<file path="src/rtl/barrier_pkg.sv">
// Package: shared helpers for the barrier unit.
// Assumes at most 32 participants, so a 6-bit count covers every sum.
package barrier_pkg;

    localparam int unsigned MAX_PARTS = 32;
    localparam int unsigned SUM_W     = 6;

    // Count the set bits of a 32-bit vector.
    function automatic logic [SUM_W-1:0] ones32(input logic [MAX_PARTS-1:0] v);
        logic [SUM_W-1:0] acc;
        acc = '0;
        for (int k = 0; k < MAX_PARTS; k++) begin
            acc = acc + SUM_W'(v[k]);
        end
        return acc;
    endfunction

endpackage

</file>
<file path="src/rtl/sense_tracker.sv">
// Module: sense_tracker
// Keeps one participant's copy of its sense bit. It accepts an entry only while
// the participant is released and its given sense opens a new round. Any other
// entry is flagged as a violation and is not counted.
// Assumes arrive is a one-cycle pulse that is synchronous to clk.
module sense_tracker (
    input  logic clk,
    input  logic rst_n,
    input  logic arrive,
    input  logic sense_in,
    input  logic release_sense,
    output logic released,
    output logic accept,
    output logic violation
);

    logic local_q;

    // Released while the tracked sense matches the shared release bit.
    always_comb begin
        released  = (local_q == release_sense);
        accept    = arrive && released && (sense_in != release_sense);
        violation = arrive && !accept;
    end

    // Capture the new sense on an accepted entry.
    always_ff @(posedge clk) begin
        if (!rst_n) begin
            local_q <= 1'b0;
        end else if (accept) begin
            local_q <= sense_in;
        end
    end

endmodule

</file>
<file path="src/rtl/arrival_counter.sv">
// Module: arrival_counter
// Counts accepted entries, several in a cycle if needed. When the round is
// complete it clears the count and inverts the release bit.
// Assumes at most one accepted entry per participant per round, which the
// trackers guarantee, so the count never passes N.
module arrival_counter
    import barrier_pkg::*;
#(
    parameter int unsigned N = 4
) (
    input  logic                      clk,
    input  logic                      rst_n,
    input  logic [N-1:0]              accept_vec,
    output logic                      release_sense,
    output logic [$clog2(N+1)-1:0]    count
);

    localparam int unsigned CW = $clog2(N+1);

    logic [MAX_PARTS-1:0] padded;
    logic [SUM_W-1:0]     total;
    logic                 round_done;

    // Add this cycle's accepted entries to the running count.
    always_comb begin
        padded     = '0;
        padded[N-1:0] = accept_vec;
        total      = SUM_W'(count) + ones32(padded);
        round_done = (total == SUM_W'(N));
    end

    // Update the count and flip the release bit when the round completes.
    always_ff @(posedge clk) begin
        if (!rst_n) begin
            count         <= '0;
            release_sense <= 1'b0;
        end else if (round_done) begin
            count         <= '0;
            release_sense <= ~release_sense;
        end else begin
            count         <= total[CW-1:0];
        end
    end

endmodule

</file>
<file path="src/rtl/sticky_flag.sv">
// Module: sticky_flag
// Sets on any violation and holds the value until reset.
// Assumes violation is sampled on the clock edge.
module sticky_flag #(
    parameter int unsigned N = 4
) (
    input  logic         clk,
    input  logic         rst_n,
    input  logic [N-1:0] violation_vec,
    output logic         flag
);

    // Latch any violation until reset.
    always_ff @(posedge clk) begin
        if (!rst_n) begin
            flag <= 1'b0;
        end else if (|violation_vec) begin
            flag <= 1'b1;
        end
    end

endmodule

</file>
<file path="src/rtl/sense_barrier.sv">
// Module: sense_barrier (top)
// Centralized barrier for N participants using a sense-reversing release bit.
// Assumes N is between 2 and 32 and that arrive pulses last one cycle.
module sense_barrier #(
    parameter int unsigned N = 4
) (
    input  logic         clk,
    input  logic         rst_n,
    input  logic [N-1:0] arrive,
    input  logic [N-1:0] sense_in,
    output logic         release_sense,
    output logic [N-1:0] released,
    output logic         dup_error
);

    localparam int unsigned CW = $clog2(N+1);

    logic [N-1:0]  accept_vec;
    logic [N-1:0]  violation_vec;
    logic [CW-1:0] arrive_cnt;

    // One tracker per participant.
    for (genvar g = 0; g < N; g++) begin : g_part
        sense_tracker u_trk (
            .clk          (clk),
            .rst_n        (rst_n),
            .arrive       (arrive[g]),
            .sense_in     (sense_in[g]),
            .release_sense(release_sense),
            .released     (released[g]),
            .accept       (accept_vec[g]),
            .violation    (violation_vec[g])
        );
    end

    arrival_counter #(.N(N)) u_cnt (
        .clk          (clk),
        .rst_n        (rst_n),
        .accept_vec   (accept_vec),
        .release_sense(release_sense),
        .count        (arrive_cnt)
    );

    sticky_flag #(.N(N)) u_err (
        .clk          (clk),
        .rst_n        (rst_n),
        .violation_vec(violation_vec),
        .flag         (dup_error)
    );

endmodule

</file>
<file path="config.mk">
export PLATFORM = sky130hd
export DESIGN_NAME = sense_barrier
export DESIGN_NICKNAME = d
export VERILOG_FILES = /design/src/rtl/barrier_pkg.sv /design/src/rtl/sense_tracker.sv /design/src/rtl/arrival_counter.sv /design/src/rtl/sticky_flag.sv /design/src/rtl/sense_barrier.sv
export SDC_FILE = /design/constraint.sdc
export NUM_CORES = 1
export LEC_CHECK = 0
export CAP_MARGIN = 20
export CORE_MARGIN = 2
export CORE_UTILIZATION = 51
export CTS_CLUSTER_DIAMETER = 40
export DETAILED_ROUTE_END_ITERATION = 6
export GPL_ROUTABILITY_DRIVEN = 0
export GPL_TIMING_DRIVEN = 0
export PLACE_DENSITY = 0.81
export RECOVER_POWER = 25
export SYNTH_ARGS = -nofsm -noshare
export SYNTH_HDL_FRONTEND = slang
export SYNTH_SLANG_ARGS = --single-unit
</file>
<file path="constraint.sdc">
create_clock -name clk -period 5.03 [get_ports clk]
set_input_delay 1.006 -clock clk [delete_from_list [all_inputs] [get_ports clk]]
set_output_delay 1.006 -clock clk [all_outputs]
set_load 0.02 [all_outputs]
</file>
==> impl_results.md <==
* Sequential Power Share at 0.245
* Ys Warns at 0
* H-tree Lvls at 1
* Grt ovf at 0
* WS Path Type: primary input to register
* Vias per inst at 4.96
* Clock Latency Late Sink at 0.26 ns
* Setup ws final at 1.10 ns
* Final #Nets at 120
* Initial core utilization at 0.543
* Switching Fraction at 0.377
* Routed wire length at 1.30 mm
* Clock share of power at 0.139
* Worst-path fanout max at 4
* Final Hold Viols at 0
* Cell taking the most area after synthesis: dfxtp_1
* Leak at 0.000397 uW
* Global-route wire length before repair at 2.01 mm
* Largest net degree at the start of global routing at 11
* Register area at 180 um^2
* Area occupied by multi-input gates at 413 um^2
* DR pass1 iterations at 5
* Actual slew at the worst max-slew pin at 0.285 ns
* WP data arrival at 4.07 ns
* Synth top area share at 0.258
* Netlist cell types at 29
* Leading cell type in the layout, fill and taps excluded: inv_1
* Net switching power at 152 uW
* WP data required at 5.17 ns
* Share of post-route cells with drive strength above 1 at 0.118
* Seq cells post-synth at 9
* Minimum clock period at 3.93 ns
* Worst IR Drop VDD at 0.000274 V
* Max_cap viols at 0
* Initial antenna violation count at 0
* WL/cell at 11.1 um
* CTS tree: done
* Post-route ant nets at 0
* Rows at 13
* # clock sinks at 9
* Non-filler cells, final at 117
* Syn avg cell area at 8.41 um^2
* IO Pins at 16
* Clk root buf: clkbuf_4
* Dpl cells at 113
* Num CTS Buffers at 3
* Internal Power at 252 uW
* CTS Hold Bufs at 0
* CTS clk-pin slew, worst paths at 0.06 ns
* Post-layout util at 0.695
* Port Buf Inserts at 15
* Combinational group share of total power at 0.616
* Sequential cell area fraction in the yosys report at 0.258
* Area contributors post-synth: dfxtp_1, ha_1, inv_1
* Dpl ws at 0.875 ns
* Clock Path Buffers at 2
* Drt initial violations at 9
* Core region area at 1280 um^2
* Syn_nets at 100
* Crit end category: register
* Total GRT Usage at 0.190
* Die H at 41 um
* Endpoints failing setup at 0
* Setup TNS at 0 ns
* Cells after synthesis at 83
* # DRC at 0
* Synth Cell Area at 698 um^2
* Most frequent cells in the layout: inv_1, clkdlybuf4s50_1, dfxtp_1
* Hold crit path type: register to register
* Slew HR at 0.809
* Post_cts resized at 0
* Die X-Extent at 41 um
* Fin. max-slew vios at 0
* Antenna cells at 0
* DP HPWL at 1.05 mm
* Setup Fix Bufs, Post-CTS at 0
* Final period util at 0.781
* Critical path startpoint category: primary input
* Unrepaired setup endpoints after global routing: no
* Setup Skew at 0.000735 ns
* Fmax at 0.255 GHz
* Power density cells at 453 nW/um^2
* Status: finished, final reports clean
* Area growth syn-to-layout at 28.0%
* Total number of vias at 580
* Reg2reg setup slack at 1.89 ns
* Fillers at 109
* Hold Slack at 0.537 ns
* Vias in the first global route at 524
* Die Area at 1680 um^2
cell usage after synthesis:
cell / number
a31oi_1: 4
inv_1: 13
fa_1: 2
o21ai_0: 1
mux2i_1: 1
nand2b_1: 2
xor2_1: 1
buf_6: 1
and3b_1: 2
and3b_4: 1
a41oi_1: 1
or2_1: 1
dfxtp_1: 9
nand2_1: 3
o211ai_1: 1
buf_8: 1
xnor2_1: 5
o21ai_2: 1
ha_1: 5
a311oi_1: 1
and3_1: 1
buf_4: 4
o22ai_1: 1
nor2b_1: 3
nor2_1: 7
and2_1: 2
nor3b_1: 3
a21oi_1: 5
or2_2: 1
through the flow:
step	cell area, um^2	power (uW)
finish	893	404
global route	893	442
CTS	893	410
detailed placement	867	354
global placement	867	344
floorplan	698	280
layer usage:
metal | GRT usage | share of wire
met3 | 0.0326 | 0.026
met2 | 0.363 | 0.52
met5 | 0 | 0
met4 | 0.100 | 0.0077
met1 | 0.191 | 0.45
cells by family after synthesis:
family                     Yosys count  synth area share
xor gates and xnor gates             6            0.0753
DFF                                  9             0.258
adders and majority gates            7             0.147
muxes                                1            0.0143
AOI/OAI and AO/OA                   15             0.136
buffers and inverters               19             0.151
and+or+nand+nor                     26             0.219
worst paths after layout:
check                                              from                      end  cells after the start
worst max-delay path                        sense_in[1]      u_cnt.release_sense                     15
worst min-delay path            g_part[3].u_trk.local_q  g_part[3].u_trk.local_q                      2
worst max register to register      u_cnt.release_sense      u_cnt.release_sense                     16
worst min register to register  g_part[3].u_trk.local_q  g_part[3].u_trk.local_q                      2
power groups by stage:
| stage | clock, uW | sequential (uW) | combinational (uW) |
|---|---|---|---|
| 2_1_floorplan | 0 | 104 | 176 |
| 3_3_place_gp | 0 | 100 | 244 |
| 3_5_place_dp | 0 | 101 | 253 |
| 4_1_cts | 56.6 | 99.5 | 254 |
| 5_1_grt | 60.7 | 102 | 279 |
| 6_report | 56.1 | 99.3 | 249 |
sequential cells by signal, indices dropped and copies added (netlist names):
signal / flops
u_cnt.count: 3
u_err.flag: 1
u_cnt.release_sense: 1
g_part.u_trk.local_q: 4
critical path: stages:
cell and delay [ns]:
dlygate4sd3_1 0.59, and3b_1 0.19, a21oi_1 0.16, nor2b_1 0.07
ha_1 0.27, inv_1 0.05, fa_1 0.44, inv_1 0.07
ha_1 0.16, inv_1 0.06, fa_1 0.49, nor3b_1 0.17
o211ai_1 0.15, xor2_1 0.16, nor2_1 0.05
final cells by class:
type	count	area share
buffer	6	0.0630
clock buffer	4	0.0294
inverter	13	0.0546
multi-input combinational	55	0.462
sequential	9	0.202
tap	15	0.0210
timing repair buffer	15	0.168
Power figures use the tool's default switching activity.
